$ cat src/rtl/packer_pkg.sv
package packer_pkg;

  localparam int OFF_W = 20;
  localparam int WORD_W = 32;

  localparam logic [7:0] OP_DIRECT  = 8'h01;
  localparam logic [7:0] OP_INDEXED = 8'h09;
  localparam logic [3:0] BE_ALL     = 4'hF;

  typedef enum logic [2:0] {
    ST_IDLE = 3'd0,
    ST_DHDR = 3'd1,
    ST_IHDR = 3'd2,
    ST_IVAL = 3'd3,
    ST_CNT  = 3'd4,
    ST_PAD  = 3'd5,
    ST_CPAD = 3'd6
  } pk_state_t;

  function automatic logic [WORD_W-1:0] hdr_direct(input logic [OFF_W-1:0] off);
    return {OP_DIRECT, BE_ALL, off};
  endfunction

  function automatic logic [WORD_W-1:0] hdr_indexed(input logic [OFF_W-1:0] off);
    return {OP_INDEXED, 4'h0, off};
  endfunction

endpackage

$ cat src/rtl/packer_rst_sync.sv
module packer_rst_sync #(
  parameter int STAGES = 2
) (
  input  logic clk,
  input  logic rst_n,
  output logic rst_n_sync
);

  logic [STAGES-1:0] sync_q;

  always_ff @(posedge clk or negedge rst_n) begin
    if (!rst_n) begin
      sync_q <= '0;
    end else begin
      sync_q <= {sync_q[STAGES-2:0], 1'b1};
    end
  end

  assign rst_n_sync = sync_q[STAGES-1];

endmodule

$ cat src/rtl/packer_ram.sv
module packer_ram #(
  parameter int DEPTH = 64,
  parameter int DW    = 32,
  localparam int AW   = $clog2(DEPTH)
) (
  input  logic          clk,
  input  logic          we,
  input  logic [AW-1:0] waddr,
  input  logic [DW-1:0] wdata,
  input  logic [AW-1:0] raddr,
  output logic [DW-1:0] rdata
);

  logic [DW-1:0] mem [DEPTH];

  always_ff @(posedge clk) begin
    if (we) begin
      mem[waddr] <= wdata;
    end
  end

  always_ff @(posedge clk) begin
    rdata <= mem[raddr];
  end

endmodule

$ cat src/rtl/packer_fsm.sv
module packer_fsm
  import packer_pkg::*;
#(
  parameter int DEPTH_WORDS = 64,
  parameter int LINE_WORDS  = 16,
  localparam int AW = $clog2(DEPTH_WORDS),
  localparam int PW = $clog2(DEPTH_WORDS + 1),
  localparam int XW = PW + 1,
  localparam int TW = PW + 2
) (
  input  logic              clk,
  input  logic              rst_n,
  input  logic              req_valid,
  output logic              req_ready,
  input  logic [OFF_W-1:0]  req_offset,
  input  logic [WORD_W-1:0] req_value,
  input  logic              req_indexed,
  input  logic              commit_valid,
  output logic              ram_we,
  output logic [AW-1:0]     ram_waddr,
  output logic [WORD_W-1:0] ram_wdata,
  output logic              done_valid,
  output logic [TW-1:0]     done_tail_bytes,
  output logic              bypass_valid,
  output logic [OFF_W-1:0]  bypass_offset,
  output logic [WORD_W-1:0] bypass_value
);

  localparam logic [XW-1:0] DEPTH_X = XW'(DEPTH_WORDS);
  localparam logic [XW-1:0] LMASK_X = XW'(LINE_WORDS - 1);

  pk_state_t state_q, state_d;

  logic [PW-1:0]     wp_q, wp_d;
  logic [PW-1:0]     base_q, base_d;
  logic [PW-1:0]     ls_q, ls_d;
  logic [OFF_W-1:0]  loff_q, loff_d;
  logic [PW-1:0]     cnt_q, cnt_d;
  logic              lv_q, lv_d;
  logic [PW-1:0]     tail_q, tail_d;
  logic              done_q, done_d;
  logic [TW-1:0]     dtail_q, dtail_d;
  logic              bpv_q, bpv_d;
  logic [OFF_W-1:0]  off_q, bpo_q;
  logic [WORD_W-1:0] val_q, bpval_q;

  logic [XW-1:0]     wp_x, ev_x, tail_x;
  logic [PW-1:0]     wptr;
  logic              accept, merge_hit, fits;
  logic              fit_merge, fit_new_idx, fit_dir;
  logic              cap_en, bp_en;

  // ---------------- request decode ----------------
  assign req_ready = (state_q == ST_IDLE) && !commit_valid;
  assign accept    = req_valid && req_ready;

  assign wp_x   = {1'b0, wp_q};
  assign ev_x   = wp_x + XW'(wp_q[0]);
  assign tail_x = (wp_x + LMASK_X) & ~LMASK_X;

  assign merge_hit   = req_indexed && lv_q && (req_offset == loff_q);
  assign fit_merge   = wp_x < DEPTH_X;
  assign fit_new_idx = (ev_x + XW'(3)) <= DEPTH_X;
  assign fit_dir     = (ev_x + XW'(2)) <= DEPTH_X;

  always_comb begin
    if (merge_hit)        fits = fit_merge;
    else if (req_indexed) fits = fit_new_idx;
    else                  fits = fit_dir;
  end

  assign cap_en = accept && fits;
  assign bp_en  = accept && !fits;

  // ---------------- next-state logic ----------------
  always_comb begin
    state_d   = state_q;
    wp_d      = wp_q;
    base_d    = base_q;
    ls_d      = ls_q;
    loff_d    = loff_q;
    cnt_d     = cnt_q;
    lv_d      = lv_q;
    tail_d    = tail_q;
    dtail_d   = dtail_q;
    done_d    = 1'b0;
    bpv_d     = 1'b0;
    ram_we    = 1'b0;
    wptr      = '0;
    ram_wdata = '0;

    case (state_q)
      ST_IDLE: begin
        if (commit_valid) begin
          tail_d = tail_x[PW-1:0];
          if (tail_x == wp_x) begin
            done_d  = 1'b1;
            dtail_d = {tail_x[PW-1:0], 2'b00};
            wp_d    = '0;
            lv_d    = 1'b0;
          end else begin
            state_d = ST_CPAD;
          end
        end else if (req_valid) begin
          if (!fits) begin
            bpv_d = 1'b1;
          end else if (merge_hit) begin
            ram_we    = 1'b1;
            wptr      = wp_q;
            ram_wdata = req_value;
            wp_d      = wp_q + 1'b1;
            state_d   = ST_CNT;
          end else if (req_indexed) begin
            ram_we    = 1'b1;
            wptr      = ev_x[PW-1:0];
            ram_wdata = WORD_W'(1);
            base_d    = ev_x[PW-1:0];
            wp_d      = ev_x[PW-1:0] + 1'b1;
            state_d   = ST_IHDR;
          end else begin
            ram_we    = 1'b1;
            wptr      = ev_x[PW-1:0];
            ram_wdata = req_value;
            wp_d      = ev_x[PW-1:0] + 1'b1;
            lv_d      = 1'b0;
            state_d   = ST_DHDR;
          end
        end
      end

      ST_DHDR: begin
        ram_we    = 1'b1;
        wptr      = wp_q;
        ram_wdata = hdr_direct(off_q);
        wp_d      = wp_q + 1'b1;
        state_d   = ST_IDLE;
      end

      ST_IHDR: begin
        ram_we    = 1'b1;
        wptr      = wp_q;
        ram_wdata = hdr_indexed(off_q);
        wp_d      = wp_q + 1'b1;
        state_d   = ST_IVAL;
      end

      ST_IVAL: begin
        ram_we    = 1'b1;
        wptr      = wp_q;
        ram_wdata = val_q;
        wp_d      = wp_q + 1'b1;
        ls_d      = base_q;
        loff_d    = off_q;
        cnt_d     = PW'(1);
        lv_d      = 1'b1;
        state_d   = ST_PAD;
      end

      ST_CNT: begin
        ram_we    = 1'b1;
        wptr      = ls_q;
        ram_wdata = WORD_W'(cnt_q + 1'b1);
        cnt_d     = cnt_q + 1'b1;
        state_d   = wp_q[0] ? ST_PAD : ST_IDLE;
      end

      ST_PAD: begin
        ram_we    = 1'b1;
        wptr      = wp_q;
        ram_wdata = '0;
        state_d   = ST_IDLE;
      end

      ST_CPAD: begin
        ram_we    = 1'b1;
        wptr      = wp_q;
        ram_wdata = '0;
        if ((wp_x + XW'(1)) == {1'b0, tail_q}) begin
          done_d  = 1'b1;
          dtail_d = {tail_q, 2'b00};
          wp_d    = '0;
          lv_d    = 1'b0;
          state_d = ST_IDLE;
        end else begin
          wp_d = wp_q + 1'b1;
        end
      end

      default: state_d = ST_IDLE;
    endcase
  end

  assign ram_waddr = wptr[AW-1:0];

  // ---------------- state registers ----------------
  always_ff @(posedge clk or negedge rst_n) begin
    if (!rst_n) begin
      state_q <= ST_IDLE;
      wp_q    <= '0;
      base_q  <= '0;
      ls_q    <= '0;
      loff_q  <= '0;
      cnt_q   <= '0;
      lv_q    <= 1'b0;
      tail_q  <= '0;
      dtail_q <= '0;
      done_q  <= 1'b0;
      bpv_q   <= 1'b0;
    end else begin
      state_q <= state_d;
      wp_q    <= wp_d;
      base_q  <= base_d;
      ls_q    <= ls_d;
      loff_q  <= loff_d;
      cnt_q   <= cnt_d;
      lv_q    <= lv_d;
      tail_q  <= tail_d;
      dtail_q <= dtail_d;
      done_q  <= done_d;
      bpv_q   <= bpv_d;
    end
  end

  // request capture, clock-enabled
  always_ff @(posedge clk or negedge rst_n) begin
    if (!rst_n) begin
      off_q <= '0;
      val_q <= '0;
    end else if (cap_en) begin
      off_q <= req_offset;
      val_q <= req_value;
    end
  end

  // bypass payload, clock-enabled
  always_ff @(posedge clk or negedge rst_n) begin
    if (!rst_n) begin
      bpo_q   <= '0;
      bpval_q <= '0;
    end else if (bp_en) begin
      bpo_q   <= req_offset;
      bpval_q <= req_value;
    end
  end

  assign done_valid      = done_q;
  assign done_tail_bytes = dtail_q;
  assign bypass_valid    = bpv_q;
  assign bypass_offset   = bpo_q;
  assign bypass_value    = bpval_q;

  // ---------------- assertions ----------------
  // every buffer write lands below capacity
  a_r8_no_overflow: assert property (@(posedge clk) disable iff (!rst_n)
    ram_we |-> ({1'b0, wptr} < DEPTH_X));

  // a bypass pulse always follows an accepted request
  a_r8_bypass_after_accept: assert property (@(posedge clk) disable iff (!rst_n)
    bypass_valid |-> $past(req_valid && req_ready));

  // a buffered request holds off the next one
  a_r11_busy_after_accept: assert property (@(posedge clk) disable iff (!rst_n)
    (accept && fits) |=> !req_ready);

  // padding only at odd positions
  a_r5_pad_odd: assert property (@(posedge clk) disable iff (!rst_n)
    (state_q == ST_PAD) |-> wp_q[0]);

  // tail lands on a line boundary
  a_r9_tail_line: assert property (@(posedge clk) disable iff (!rst_n)
    done_valid |-> (done_tail_bytes[$clog2(LINE_WORDS)+1:0] == '0));

  // batch state is cleared when the commit finishes
  a_r10_cleared: assert property (@(posedge clk) disable iff (!rst_n)
    done_valid |-> (wp_q == '0) && !lv_q);

  // a live merge target carries a count between 1 and capacity
  a_r4_count_range: assert property (@(posedge clk) disable iff (!rst_n)
    lv_q |-> (cnt_q != '0) && ({1'b0, cnt_q} <= DEPTH_X));

  // the first word of a new instruction is even
  a_r7_even_start: assert property (@(posedge clk) disable iff (!rst_n)
    (accept && fits && !merge_hit) |-> !wptr[0]);

endmodule

$ cat src/rtl/regwr_packer.sv
module regwr_packer
  import packer_pkg::*;
#(
  parameter int DEPTH_WORDS = 64,
  parameter int LINE_BYTES  = 64,
  localparam int LINE_WORDS = LINE_BYTES / 4,
  localparam int AW = $clog2(DEPTH_WORDS),
  localparam int PW = $clog2(DEPTH_WORDS + 1),
  localparam int TW = PW + 2
) (
  input  logic              clk,
  input  logic              rst_n,
  input  logic              req_valid,
  output logic              req_ready,
  input  logic [19:0]       req_offset,
  input  logic [31:0]       req_value,
  input  logic              req_indexed,
  input  logic              commit_valid,
  output logic              done_valid,
  output logic [TW-1:0]     done_tail_bytes,
  output logic              bypass_valid,
  output logic [19:0]       bypass_offset,
  output logic [31:0]       bypass_value,
  input  logic [AW-1:0]     buf_rd_addr,
  output logic [31:0]       buf_rd_data
);

  logic              rst_n_int;
  logic              ram_we;
  logic [AW-1:0]     ram_waddr;
  logic [WORD_W-1:0] ram_wdata;

  packer_rst_sync #(.STAGES(2)) u_rst (
    .clk        (clk),
    .rst_n      (rst_n),
    .rst_n_sync (rst_n_int)
  );

  packer_fsm #(
    .DEPTH_WORDS (DEPTH_WORDS),
    .LINE_WORDS  (LINE_WORDS)
  ) u_fsm (
    .clk             (clk),
    .rst_n           (rst_n_int),
    .req_valid       (req_valid),
    .req_ready       (req_ready),
    .req_offset      (req_offset),
    .req_value       (req_value),
    .req_indexed     (req_indexed),
    .commit_valid    (commit_valid),
    .ram_we          (ram_we),
    .ram_waddr       (ram_waddr),
    .ram_wdata       (ram_wdata),
    .done_valid      (done_valid),
    .done_tail_bytes (done_tail_bytes),
    .bypass_valid    (bypass_valid),
    .bypass_offset   (bypass_offset),
    .bypass_value    (bypass_value)
  );

  packer_ram #(
    .DEPTH (DEPTH_WORDS),
    .DW    (WORD_W)
  ) u_ram (
    .clk   (clk),
    .we    (ram_we),
    .waddr (ram_waddr),
    .wdata (ram_wdata),
    .raddr (buf_rd_addr),
    .rdata (buf_rd_data)
  );

endmodule

$ cat config.mk
export PLATFORM = sky130hd
export DESIGN_NAME = regwr_packer
export DESIGN_NICKNAME = d
export VERILOG_FILES = /design/src/rtl/packer_pkg.sv /design/src/rtl/packer_rst_sync.sv /design/src/rtl/packer_ram.sv /design/src/rtl/packer_fsm.sv /design/src/rtl/regwr_packer.sv
export SDC_FILE = /design/constraint.sdc
export NUM_CORES = 2
export LEC_CHECK = 0
export BUFFER_PORTS_ARGS = -buffer_cell sky130_fd_sc_hd__buf_2
export CAP_MARGIN = 20
export CORE_MARGIN = 5
export CORE_UTILIZATION = 56
export DETAILED_ROUTE_END_ITERATION = 16
export PLACE_DENSITY_LB_ADDON = 0.12
export SLEW_MARGIN = 15
export SYNTH_ARGS = -nofsm -noshare
export SYNTH_HDL_FRONTEND = slang
export SYNTH_SLANG_ARGS = --single-unit
$ cat constraint.sdc
create_clock -name clk -period 4.6 [get_ports clk]
set_input_delay 0.46 -clock clk [delete_from_list [all_inputs] [get_ports clk]]
set_output_delay 0.46 -clock clk [all_outputs]
set_load 0.005 [all_outputs]
==> qor.yml <==
outcome: "finished, final reports clean"
critPathArrivalTime_ns: 4.86
insertion_delay_ns: 0.84
die_h_um: 403
synth-xor-area-share_pct: 0.444
port_buffers: 152
p_leak_nw: 33.3
drt-initial-drc-count: 4305
drv_slew: 0
drc: 0
period_needed_ns: 4.36
end_kind: "flip-flop"
reg2reg_slack_ns: 0.24
synth_top_cell_by_area: "edfxtp_1"
synth_edf_count: 2048
critical_path_depth: 12
core_area_um2: 154000
fin_skew_ns: 0.0206
ys_ff_latch: 2242
hold_viol: 0
syn_to_final_growth_pct: 16.2
start_util_pct: 56.2
max_freq_mhz: 230
fp-row-count: 144
p_per_area_nw_per_um2: 553
maxCapViolations: 0
root_buffer: "clkbuf_16"
hpwl_um: 122000
grt_setup_unrepaired: "no"
path_clk_slew_ns: 0.07
worstSetupEndpoint: "u_ram.mem[4][29]"
synth_top_family_by_area: "multiplexers"
fin_util_pct: 65.3
cts_made_buffers: 216
r2r_cells: 12
avgSynthCellArea_um2: 23.4
critPathMaxFanout: 32
cp.buffers_inverters: 1
r2r_start: "u_fsm.wp_q[1]"
criticalPathCategory: "reg -> reg"
first_global_vias: 41900
cts_setup_buffers: 0
critical-path-max-stage-delay_ns: 0.69
synth_seq_area_share_pct: 76.5
drive_above_1_share_pct: 36.9
grt.total_usage_pct: 25.5
viasPerCell: 6.37
antenna_found_initial: 15
maxSlewHeadroom_pct: 21.7
synthMuxAreaShare_pct: 19.3
grt_max_degree: 82
period_share_pct: 94.7
place_congestion: 0.853
grt_overflow: 0
cp_common_cell: "ha_1"
die_w_um: 403
synth.area.top_cells: "edfxtp_1 71%, mux4_2 17%, dfrtp_1 4.7%"
ys_warn_count: 0
wirelength_um: 203000
r2r_end: "u_ram.mem[4][29]"
grt_pass1_wl_um: 299000
yosysTopAreaCellShare_pct: 71.1
synth_area_um2: 86500
cts_sinks: 2242
ys_types: 79
io_pins: 159
synth-adder-area-share_pct: 0.0723
wire_per_inst_um: 31.9
worst_pin_slew_ns: 1.17
vias: 40600
setup_viol: 0
dpl-instance-area_um2: 92800
final_cells: 6368
start_kind: "flip-flop"
fin_tns_setup_ns: 0
cts_max_level: 4
nets: 4204
die_area_um2: 162000
hp-class: "in -> reg"
synth_compound_area_share_pct: 1.31
fin_area_um2: 101000
slowest_stage: "or3_1"
cp_top_family: "simple AND/OR/NAND/NOR gates"
n_fill_cell: 9928
mostFrequentLayoutCell: "edfxtp_1"
timing.critical_path.from: "u_fsm.wp_q[1]"
synthSimpleGateAreaFrac_pct: 1.35
ant_nets: 0
ys_async_sr_fraction_pct: 7.23
drt_pass1_iterations: 5
dp_cells: 5904
clock_path_buffers: 3
peakVddDrop_uv: 509
crit_chain: "ha_1, xor2_1, ha_1, nor3b_1, nand2_1, a2111oi_4, a2bb2oi_2, a311oi_2, a21boi_0, or3_1, nor2_4, buf_12"
synthCells: 3699
synth-main-ff-cell: "edfxtp_1"
tritoncts: "built"
layout_common_cells: "2,048 x edfxtp_1, 665 x mux4_2, 220 x clkbuf_16"
critical_path_required_ns: 5.11
layout make-up:
class	count	area (µm²)	share of cell area, %
Antenna cell	5	12.5	0.0124
Timing Repair Buffer	417	4520	4.50
Tap cell	2044	2560	2.54
Clock inverter	121	1300	1.29
Clock buffer	280	5820	5.79
Multi-Input combinational cell	1249	20100	20.0
Sequential cell	2242	66200	65.8
Inverter	10	37.5	0.0373
worst reg2reg max path: stages (launching register included):
cell and delay (ns):
dfrtp_1 0.54, ha_1 0.27, xor2_1 0.20, ha_1 0.26
nor3b_1 0.29, nand2_1 0.15, a2111oi_4 0.35, a2bb2oi_2 0.14
a311oi_2 0.37, a21boi_0 0.25, or3_1 0.69, nor2_4 0.24
buf_12 0.26
stage by stage:
stage	power (mW)	setup slack [ns]	hold slack, ns
detailed placement	38.4	0.180	0.246
CTS	56.0	0.155	0.0936
floorplan	33.1	-0.463	0.164
global placement	38.1	0.206	0.246
finish	55.6	0.243	0.165
global route	57.5	0.00119	0.186
sequential cells by signal, summed over array words and instances (netlist names):
register and cells:
u_ram.mem 2048, u_fsm.bypass_value 32, u_fsm.val_q 32, u_ram.rdata 32, u_fsm.bypass_offset 20, u_fsm.loff_q 20, u_fsm.off_q 20, u_fsm.cnt_q 7
u_fsm.wp_q 7, u_fsm.base_q 5, u_fsm.ls_q 5, u_fsm.done_tail_bytes 3, u_fsm.state_q 3, u_fsm.tail_q 3, u_rst.sync_q 2, u_fsm.bypass_valid 1
u_fsm.done_valid 1, u_fsm.lv_q 1
metal layers:
layer | up-vias | wire, µm | global-route usage (%)
met4 | 0 | 3810 | 5.64
met2 | 1637 | 101000 | 41.1
met5 | - | 0 | 0
met1 | 22000 | 83800 | 37.9
li1 | 16700 | - | -
met3 | 239 | 14400 | 3.75
where the power goes:
| part | internal [mW] | switching, mW | leakage, nW |
|---|---|---|---|
| Sequential | 27.1 | 0.515 | 21.2 |
| Combinational | 3.23 | 7.11 | 8.66 |
| Clock | 10.2 | 7.46 | 3.46 |
Yosys cell counts, types with 16 or more instances:
cell type  number
nor2_2         19
xnor2_1        28
mux2_2        144
nor2_1         58
clkbuf_1      113
edfxtp_1     2048
buf_2          27
o21ai_0        35
mux4_2        665
a22o_1         25
nand2_1        44
buf_1          54
dfrtp_1       162
nand3_1        16
dfxtp_1        32
nor3_1         31
worst min path at each step:
| stage | start | end | depth (start not counted) |
|---|---|---|---|
| after floorplan | rst_n | u_rst.sync_q[0] | 0 |
| after global routing | req_indexed | u_fsm.lv_q | 4 |
| after detailed placement | rst_n | u_rst.sync_q[0] | 1 |
| after CTS | req_indexed | u_fsm.lv_q | 4 |
| after global placement | rst_n | u_rst.sync_q[0] | 1 |
| final | req_indexed | u_fsm.lv_q | 4 |
repair_timing:
action / 4_1_cts / 5_1_grt
hold buffers: 56 / 0
hold endpoints to repair: 109 / 0
endpoints found under the setup margin: 0 / 452
gates resized for setup: 0 / 1
cell families after synthesis:
| kind of cell | Yosys count |
|---|---|
| buffers and inverters | 213 |
| XOR/XNOR | 39 |
| other | 2 |
| AO/OA/AOI/OAI | 152 |
| multiplexers | 818 |
| adder cells (fa/ha/maj) | 5 |
| AND/OR/NAND/NOR | 228 |
| flip-flops | 2242 |
(Power assumes the default switching activity.)
